$ cat src/rtl/crs_pkg.sv
package crs_pkg;

    typedef enum logic [2:0] {
        S_CHECK = 3'd0,
        S_HOLD  = 3'd1,
        S_RUN   = 3'd2,
        S_STOP  = 3'd3,
        S_PIN   = 3'd4
    } seq_state_e;

endpackage

$ cat src/rtl/osc_qual_mon.sv
module osc_qual_mon #(
    parameter int WIN_CYC   = 16,
    parameter int MIN_EDGES = 4,
    parameter int N_PASS    = 2
) (
    input  logic clk,
    input  logic arst_n,
    input  logic restart,
    input  logic osc_edge,
    output logic good,
    output logic win_end
);
    localparam int WW = (WIN_CYC > 1) ? $clog2(WIN_CYC) : 1;
    localparam int EW = $clog2(WIN_CYC + 2);
    localparam int PW = $clog2(N_PASS + 1);

    typedef struct packed {
        logic [WW-1:0] win_cnt;
        logic [EW-1:0] edge_cnt;
        logic [PW-1:0] streak;
        logic          good;
    } mon_t;

    mon_t q, d;
    logic [EW-1:0] edges_now;
    logic [PW-1:0] streak_nx;

    always_comb begin
        d         = q;
        win_end   = (q.win_cnt == WW'(WIN_CYC - 1));
        edges_now = q.edge_cnt + EW'(osc_edge);
        streak_nx = (q.streak == PW'(N_PASS)) ? q.streak : q.streak + PW'(1);
        if (win_end) begin
            d.win_cnt  = '0;
            d.edge_cnt = '0;
            if (edges_now >= EW'(MIN_EDGES)) begin
                d.streak = streak_nx;
                d.good   = (streak_nx == PW'(N_PASS));
            end else begin
                d.streak = '0;
                d.good   = 1'b0;
            end
        end else begin
            d.win_cnt  = q.win_cnt + WW'(1);
            d.edge_cnt = edges_now;
        end
        if (restart) begin
            d = '0;
        end
    end

    always_ff @(posedge clk or negedge arst_n) begin
        if (!arst_n) q <= '0;
        else         q <= d;
    end

    assign good = q.good;

    // the good flag only rises as a window closes
    a_r2_good_at_boundary: assert property (@(posedge clk) disable iff (!arst_n)
        $rose(q.good) |-> $past(win_end));

    // a window can never hold more edges than cycles
    a_r2_edge_bound: assert property (@(posedge clk) disable iff (!arst_n)
        q.edge_cnt <= EW'(WIN_CYC));

endmodule

$ cat src/rtl/pin_filter.sv
module pin_filter #(
    parameter int PIN_MIN = 2
) (
    input  logic clk,
    input  logic arst_n,
    input  logic rst_pin_n,
    input  logic tick,
    output logic pin_rst
);
    localparam int CW = $clog2(PIN_MIN + 1);

    typedef struct packed {
        logic          s1;
        logic          s2;
        logic [CW-1:0] cnt;
    } pf_t;

    pf_t q, d;

    always_comb begin
        d    = q;
        d.s1 = ~rst_pin_n;
        d.s2 = q.s1;
        if (!q.s2)                        d.cnt = '0;
        else if (q.cnt != CW'(PIN_MIN))   d.cnt = q.cnt + CW'(tick);
    end

    always_ff @(posedge clk or negedge arst_n) begin
        if (!arst_n) q <= '0;
        else         q <= d;
    end

    assign pin_rst = (q.cnt == CW'(PIN_MIN));

    // a qualified pin reset needs the synchronised pin to have been low
    a_r6_needs_low: assert property (@(posedge clk) disable iff (!arst_n)
        $rose(pin_rst) |-> $past(q.s2));

endmodule

$ cat src/rtl/rst_sync.sv
module rst_sync (
    input  logic clk,
    input  logic arst_n,
    output logic rst_n_o
);
    typedef struct packed {
        logic s1;
        logic s2;
    } rs_t;

    rs_t q, d;

    always_comb begin
        d.s1 = 1'b1;
        d.s2 = q.s1;
    end

    always_ff @(posedge clk or negedge arst_n) begin
        if (!arst_n) q <= '0;
        else         q <= d;
    end

    assign rst_n_o = q.s2;

endmodule

$ cat src/rtl/clk_rst_seq.sv
module clk_rst_seq #(
    parameter int WIN_CYC     = 16,
    parameter int MIN_EDGES   = 4,
    parameter int N_PASS      = 2,
    parameter int TIMEOUT_CYC = 200,
    parameter int HOLD_CYC    = 96,
    parameter int PIN_MIN     = 2
) (
    input  logic clk,
    input  logic por_n,
    input  logic rst_pin_n,
    input  logic osc_edge,
    input  logic stop_req,
    input  logic wake_irq,
    input  logic fast_wake_en,
    input  logic self_clk_en,
    input  logic por_flag_clr,
    output logic clk_on_osc,
    output logic sys_clk_en,
    output logic int_rst_n,
    output logic cpu_run,
    output logic por_flag
);
    import crs_pkg::*;

    localparam int TW = $clog2(TIMEOUT_CYC);
    localparam int HW = $clog2(HOLD_CYC);

    typedef struct packed {
        seq_state_e    st;
        logic [TW-1:0] tmo;
        logic [HW-1:0] hold;
        logic          osc_sel;
        logic          rst_req;
        logic          por_flag;
        logic          resume;
        logic          skip;
    } seq_t;

    seq_t q, d;
    logic mon_restart;
    logic mon_good;
    logic mon_win_end;
    logic pin_rst;
    logic pin_tick;
    logic sync_arst_n;

    assign pin_tick = (q.osc_sel && mon_good) ? osc_edge : 1'b1;

    osc_qual_mon #(
        .WIN_CYC  (WIN_CYC),
        .MIN_EDGES(MIN_EDGES),
        .N_PASS   (N_PASS)
    ) u_mon (
        .clk     (clk),
        .arst_n  (por_n),
        .restart (mon_restart),
        .osc_edge(osc_edge),
        .good    (mon_good),
        .win_end (mon_win_end)
    );

    pin_filter #(
        .PIN_MIN(PIN_MIN)
    ) u_pin (
        .clk      (clk),
        .arst_n   (por_n),
        .rst_pin_n(rst_pin_n),
        .tick     (pin_tick),
        .pin_rst  (pin_rst)
    );

    assign sync_arst_n = por_n & ~q.rst_req;

    rst_sync u_rsync (
        .clk    (clk),
        .arst_n (sync_arst_n),
        .rst_n_o(int_rst_n)
    );

    always_comb begin
        d           = q;
        mon_restart = 1'b0;
        d.por_flag  = q.por_flag & ~por_flag_clr;
        unique case (q.st)
            S_CHECK: begin
                d.tmo = q.tmo + TW'(1);
                if (mon_good || (q.tmo == TW'(TIMEOUT_CYC - 1))) begin
                    d.osc_sel = mon_good;
                    if (q.resume) begin
                        d.st     = S_RUN;
                        d.resume = 1'b0;
                    end else begin
                        d.st   = S_HOLD;
                        d.hold = '0;
                    end
                end
            end
            S_HOLD: begin
                d.rst_req = 1'b1;
                if (q.hold == HW'(HOLD_CYC - 1)) begin
                    d.rst_req = 1'b0;
                    d.st      = S_RUN;
                end else begin
                    d.hold = q.hold + HW'(1);
                end
            end
            S_RUN: begin
                if (!q.osc_sel && mon_good) d.osc_sel = 1'b1;
                if (stop_req)               d.st      = S_STOP;
            end
            S_STOP: begin
                if (wake_irq) begin
                    mon_restart = 1'b1;
                    d.osc_sel   = 1'b0;
                    if (fast_wake_en && self_clk_en) begin
                        d.st = S_RUN;
                    end else begin
                        d.st     = S_CHECK;
                        d.tmo    = '0;
                        d.resume = 1'b1;
                    end
                end
            end
            S_PIN: begin
                d.rst_req = 1'b1;
                if (!pin_rst) begin
                    if (q.skip && mon_good) begin
                        d.st      = S_HOLD;
                        d.hold    = '0;
                        d.osc_sel = 1'b1;
                    end else begin
                        d.st        = S_CHECK;
                        d.tmo       = '0;
                        d.resume    = 1'b0;
                        d.osc_sel   = 1'b0;
                        mon_restart = 1'b1;
                    end
                end
            end
            default: d.st = S_CHECK;
        endcase
        if (pin_rst) begin
            if (q.st != S_PIN) d.skip = mon_good;
            d.st      = S_PIN;
            d.rst_req = 1'b1;
        end
    end

    always_ff @(posedge clk or negedge por_n) begin
        if (!por_n) begin
            q.st       <= S_CHECK;
            q.tmo      <= '0;
            q.hold     <= '0;
            q.osc_sel  <= 1'b0;
            q.rst_req  <= 1'b1;
            q.por_flag <= 1'b1;
            q.resume   <= 1'b0;
            q.skip     <= 1'b0;
        end else begin
            q <= d;
        end
    end

    assign clk_on_osc = q.osc_sel;
    assign sys_clk_en = (q.st == S_HOLD) || (q.st == S_RUN);
    assign cpu_run    = (q.st == S_RUN) && int_rst_n;
    assign por_flag   = q.por_flag;

    // the check never outlives its timeout
    a_r3_timeout_bound: assert property (@(posedge clk) disable iff (!por_n)
        (q.st == S_CHECK) |-> (q.tmo < TW'(TIMEOUT_CYC)));

    // the oscillator is selected only after the monitor reported it good
    a_r4_switch_on_good: assert property (@(posedge clk) disable iff (!por_n)
        $rose(q.osc_sel) |-> $past(mon_good));

    // internal reset stays asserted through the hold phase
    a_r5_reset_in_hold: assert property (@(posedge clk) disable iff (!por_n)
        (q.st == S_HOLD) |-> !int_rst_n);

    // a stop request halts the CPU on the next cycle
    a_r8_stop_halts: assert property (@(posedge clk) disable iff (!por_n)
        (q.st == S_RUN && stop_req && !pin_rst) |=> !cpu_run);

    // fast wake runs at once on the self clock
    a_r10_fast_wake: assert property (@(posedge clk) disable iff (!por_n)
        (q.st == S_STOP && wake_irq && fast_wake_en && self_clk_en && !pin_rst)
        |=> (cpu_run && !clk_on_osc));

    // once cleared, only power-on sets the flag again
    a_r11_flag_sticky: assert property (@(posedge clk) disable iff (!por_n)
        !q.por_flag |=> !q.por_flag);

endmodule

$ cat config.mk
export PLATFORM = sky130hd
export DESIGN_NAME = clk_rst_seq
export DESIGN_NICKNAME = d
export VERILOG_FILES = /design/src/rtl/crs_pkg.sv /design/src/rtl/osc_qual_mon.sv /design/src/rtl/pin_filter.sv /design/src/rtl/rst_sync.sv /design/src/rtl/clk_rst_seq.sv
export SDC_FILE = /design/constraint.sdc
export NUM_CORES = 1
export LEC_CHECK = 0
export BUFFER_PORTS_ARGS = -buffer_cell sky130_fd_sc_hd__buf_2
export CORE_MARGIN = 1.5
export CORE_UTILIZATION = 60
export CTS_BUF_LIST = sky130_fd_sc_hd__clkbuf_4 sky130_fd_sc_hd__clkbuf_8
export CTS_CLUSTER_DIAMETER = 30
export DETAILED_ROUTE_END_ITERATION = 8
export HOLD_SLACK_MARGIN = 0.12
export PLACE_DENSITY = 0.82
export SETUP_SLACK_MARGIN = 0.3
export SLEW_MARGIN = 20
export SYNTH_ARGS = -nofsm -noshare
export SYNTH_HDL_FRONTEND = slang
export SYNTH_HIERARCHICAL = 1
export SYNTH_SLANG_ARGS = --single-unit
$ cat constraint.sdc
create_clock -name clk -period 1.2 [get_ports clk]
set_input_delay 0.24 -clock clk [delete_from_list [all_inputs] [get_ports clk]]
set_output_delay 0.24 -clock clk [all_outputs]
set_load 0.01 [all_outputs]
; Word level (Yosys, flattened, before mapping)
; Cells that the tools add are included.
[totals]
reg_bits = 41
latch_bits = 0
mem_bits_rw = 0
rom_bits = 0
in_bits = 9
wordCells = 118
mem_count = 0
[op_classes]
addsub = 6
mul = 0
div = 0
n_lt_le_gt_ge = 1
eq_ne = 26
shifts = 0
muxes = 43
bitwise = 5
reduce_logical = 20
[ops]
columns = op, count
row1 = two-way mux 8 bit, 3
row2 = one-hot mux 8 bit (3 select lines), 1
row3 = != test 2 bit (second input constant), 11
row4 = two-way mux 7 bit, 3
row5 = one-hot mux 7 bit (3 select lines), 1
row6 = two-way mux 19 bit, 1
row7 = two-way mux 3 bit, 6
row8 = two-way mux 1 bit, 15
row9 = != test 3 bit (second input constant), 5
row10 = one-hot mux 3 bit (5 select lines), 1
row11 = two-way mux 12 bit, 1
row12 = AND reduction 6 bit, 2
row13 = two-way mux 11 bit, 1
row14 = two-way mux 2 bit, 5
row15 = AND reduction 5 bit, 2
row16 = two-way mux 9 bit, 1
row17 = nonzero test 3 bit, 3
row18 = adder 8 x 1 -> 8 bit (second input constant), 1
row19 = equality test 8 bit (second input constant), 1
row20 = adder 7 x 1 -> 7 bit (second input constant), 1
row21 = equality test 7 bit (second input constant), 1
row22 = equality test 2 bit (second input constant), 3
row23 = equality test 3 x 2 -> 1 bit (second input constant), 2
row24 = adder 5 x 1 -> 5 bit, 1
row25 = other kinds (20), 29

; Longest topological paths before layout
[depth]
ltp_word = 6
mapped_depth = 7

; Hierarchy
; Netlist, hierarchy kept.
[modules_own_cells]
columns = module, instances, cells_each, area_per_inst_um2
row1 = clk_rst_seq, 1, 147, 1376.3
row2 = osc_qual_mon, 1, 48, 521.8
row3 = pin_filter, 1, 11, 148.9
row4 = rst_sync, 1, 3, 53.8

; Least setup slack after synthesis
; Ideal clock, no wire load.
[synth_path]
path_type = flip-flop to flip-flop
from = register, netlist name q[20]
to = register u_mon/q[11] (netlist name)
setup_time_ns = 0.072
arrival_time_ns = 1.590
required_ns = 1.128
path_slack_ns = -0.462
path_stages_with_launch = 6
path_buffers = 0
path_cell_list = dfrtp_1 > nor3b_2 > o2bb2ai_1 > o21ai_0 > or2_1 > nor2_1
[synth_rtl]
columns = item, line_no
row1 = "end signal, assigned", osc_qual_mon.sv:53  ; if (!arst_n) q <= '0;
row2 = "end signal, assigned", osc_qual_mon.sv:54  ; else q <= d;
row3 = "end, declared", osc_qual_mon.sv:24  ; mon_t q, d;

==> qor.csv <==
stage,metric,value,unit
setup_path,CP Launch Type,flop,
detailed_routing,vias per cell,6.921,
yosys,"area leader, netlist",dfrtp_1,
yosys,Syn Nets,225,
detailed_routing,Routed wire per std cell,25.54,um
detailed_routing,Detailed Routing Iterations Pass 1,7,
die,total I/O pin count,14,
yosys,most numerous cell in the Yosys netlist,dfrtp_1,
placed_design,GP Congestion,0.9404,
grt,first-pass GRT wire length,12.21,mm
die,core box area,3337,um^2
detailed_routing,met2 routed wirelength,4.117,mm
timing,endpoints failing setup,37,
placed_design,placed inst area,2750,um^2
yosys,Seq cells post-synth,40,
yosys,Post-synth EDFFs,0,
yosys,ys flop type,dfrtp_1,
setup_path,worst path required time,1.45,ns
timing,hold_ws,0.2527,ns
grt,initial antenna violation count,0,
timing,Final period util,159.4,%
die,die width,62.17,um
timing,Worst Clk Skew,0.01515,ns
setup_path,slowest CP cell,dfrtp_1,
die,Die Area,3865,um^2
layout,final non-filler cell total,353,
layout,"Design Area, Final",3173,um^2
pwr,leakage power figure,1.476,nW
setup_path,crit path kind,reg2reg,
clocking,clock-pin slew on the worst setup and hold paths,0.12,ns
layout,fillcell total,90,
clocking,H-tree depth,2,
grt,gr usage total,41.49,%
timing,Final WS setup,-0.7126,ns
yosys,mean post-synth cell area,10.05,um^2
setup_path,Critical Path AT,2.16,ns
yosys,Mapped Area,2101,um^2
setup_path,Crit path max-delay family,buffers and inverters,
pwr,Total Power,5.989,mW
layout,Antenna diodes,0,
timing,post-layout minimum cycle time,1.913,ns
yosys,"top cells by area, synth","dfrtp_1 45%, ha_1 4.2%, a21oi_1 3.3%, a31oi_1 3.3%, nand3_1 2.9%",
detailed_routing,initial DRC count,460,
detailed_routing,Post-route DRC,0,
grt,largest net degree at the start of global routing,21,
die,Die Y,62.17,um
yosys,Yosys Warn Count,6,
yosys,sequential share of the synthesized area,47.77,%
placed_design,Inst Count DP,325,
setup_path,Buffers & Inverters on Critical Path,3,
detailed_routing,Final ANT Viol Nets,0,
placed_design,number of I/O port buffers,13,
die,num rows,21,
detailed_routing,met3 WL,951,um
grt,total grt overflow,0,
yosys,distinct cell type count after synthesis,55,
timing,RSZ-0062 raised after global routing,true,
timing,final hold vios,0,
detailed_routing,top sig layer,met4,
pwr,Max IR drop VDD,0.001341,V
pwr,pwr dens,1887,nW/um^2
clocking,clock tree buffer depth,2,
setup_path,CP endpoint kind,flop,
worst_hold_path,Tightest Hold Check Type,in2async,
timing,Max Freq,522.8,MHz
layout,Synth-to-Final Area Change,51.04,%
yosys,synth cell count leaders,"38 x dfrtp_1, 14 x a21oi_1, 13 x nand2_1, 13 x nor2_1, 12 x nand3_1",
layout,nets@finish,322,
clocking,clock root cell,clkbuf_4,
clocking,clk sinks,40,
clocking,"Clk Latency, worst-skew pair",0.37,ns
yosys,Synth top area share,45.27,%
clocking,TritonCTS clock tree,done,
setup_path,Reg2Reg Setup Slack,-0.71,ns
timing,Max Slew Vio Count,0,
setup_path,"Critical Path, Cell by Cell",buf_6 -> inv_2 -> nand2_1 -> nor3_2 -> buf_4 -> a211oi_4 -> o211ai_1,
detailed_routing,routed length on met1,2.917,mm
setup_path,max incr delay on CP,0.50,ns
yosys,Syn Inst Count,209,
clocking,total CTS buffers,5,
layout,final core occ,95.09,%
layout,share of cells above drive strength 1,48.21,%
timing,TNS Setup,-18.70,ns
setup_path,crit-path max FO,7,
die,Initial Utilization,62.95,%
grt,vias in the first global route,2431,
placed_design,Post-Place Setup Slack,-0.4948,ns
yosys,ys async rst share,100.0,%
placed_design,HPWL Detailed,3.830,mm
job,total of max-cap violations,0,
outcome,status,"complete, but fails checks",
detailed_routing,routed vias,2443,
outcome,violated checks,negative setup slack,
detailed_routing,DRT Wirelength,9.016,mm
layout make-up:
type	count	area [um^2]	area share [%]
clock inverters	1	5.005	0.1577
flip-flops and latches	40	1006	31.70
clock buffers	7	52.55	1.656
inverters	9	33.78	1.065
well taps	46	57.56	1.814
multi-input cells	153	1230	38.76
repair buffers	97	788.3	24.84
layer usage:
metal / vias up / track usage (%)
met5: - / 0
met1: 1118 / 46.05
met2: 256 / 69.97
met4: 0 / 26.39
li1: 952 / -
met3: 117 / 11.96
state kept, by name, indices dropped and copies added, names as in the netlist:
name and count:
q 21, u_mon/q 11, u_pin/q 3, clk_on_osc 1, por_flag 1, u_pin/d 1, u_rsync/d 1, u_rsync/rst_n_o 1
layout by cell type (no fill, tap or decap), types with 4 or more instances in the layout:
cell type / netlist / final
xnor2_1: 4 / 4
clkbuf_4: 0 / 7
buf_6: 0 / 18
nand2b_1: 6 / 5
or3_1: 6 / 6
buf_4: 2 / 64
nand3_1: 12 / 9
a31oi_1: 11 / 11
a21oi_1: 14 / 12
and3_1: 6 / 6
nor2b_1: 5 / 4
buf_2: 2 / 11
nor2_1: 13 / 8
nand2_1: 13 / 10
dfrtp_1: 38 / 36
inv_1: 8 / 8
nor2_2: 0 / 4
power breakdown:
| part | leakage (nW) | switching (mW) | total [mW] | internal [mW] |
|---|---|---|---|---|
| Combinational | 0.932 | 1.59 | 3.17 | 1.58 |
| Sequential | 0.508 | 0.350 | 2.07 | 1.72 |
| Clock | 0.0361 | 0.476 | 0.750 | 0.274 |
logic make-up after synthesis:
family	synth area share [%]
buf+inv	3.394
simple gates	23.77
compound gates	16.20
other cells	0.1785
xor+xnor	2.501
fa+ha+maj	4.169
flops	47.77
mux	2.025
worst paths after layout:
check / start / end / cells after the start
max in group asynchronous: por_n / u_rsync/rst_n_o$_DFF_PN0_ / 3
hold / removal: por_n / u_pin/d[2]$_DFF_PN0_ / 2
setup reg to reg: q[20]$_DFFE_PN0P_ / q[10]$_DFFE_PN0P_ / 7
hold reg to reg: q[3]$_DFFE_PN1P_ / u_rsync/d[0]$_DFF_PN0_ / 1
min in group clk: osc_edge / u_mon/q[3]$_DFF_PN0_ / 3
setup / recovery: q[20]$_DFFE_PN0P_ / q[10]$_DFFE_PN0P_ / 7
repair_timing:
action / 4_1_cts / 5_1_grt
gates cloned: 1 / 0
buffers inserted: 8 / 8
pin swaps: 21 / 12
hold buffers: 3 / 0
setup endpoints to repair: 39 / 41
hold endpoints to repair: 41 / 0
resized for setup: 31 / 18
Note: power is estimated with default switching activity, not from simulation.
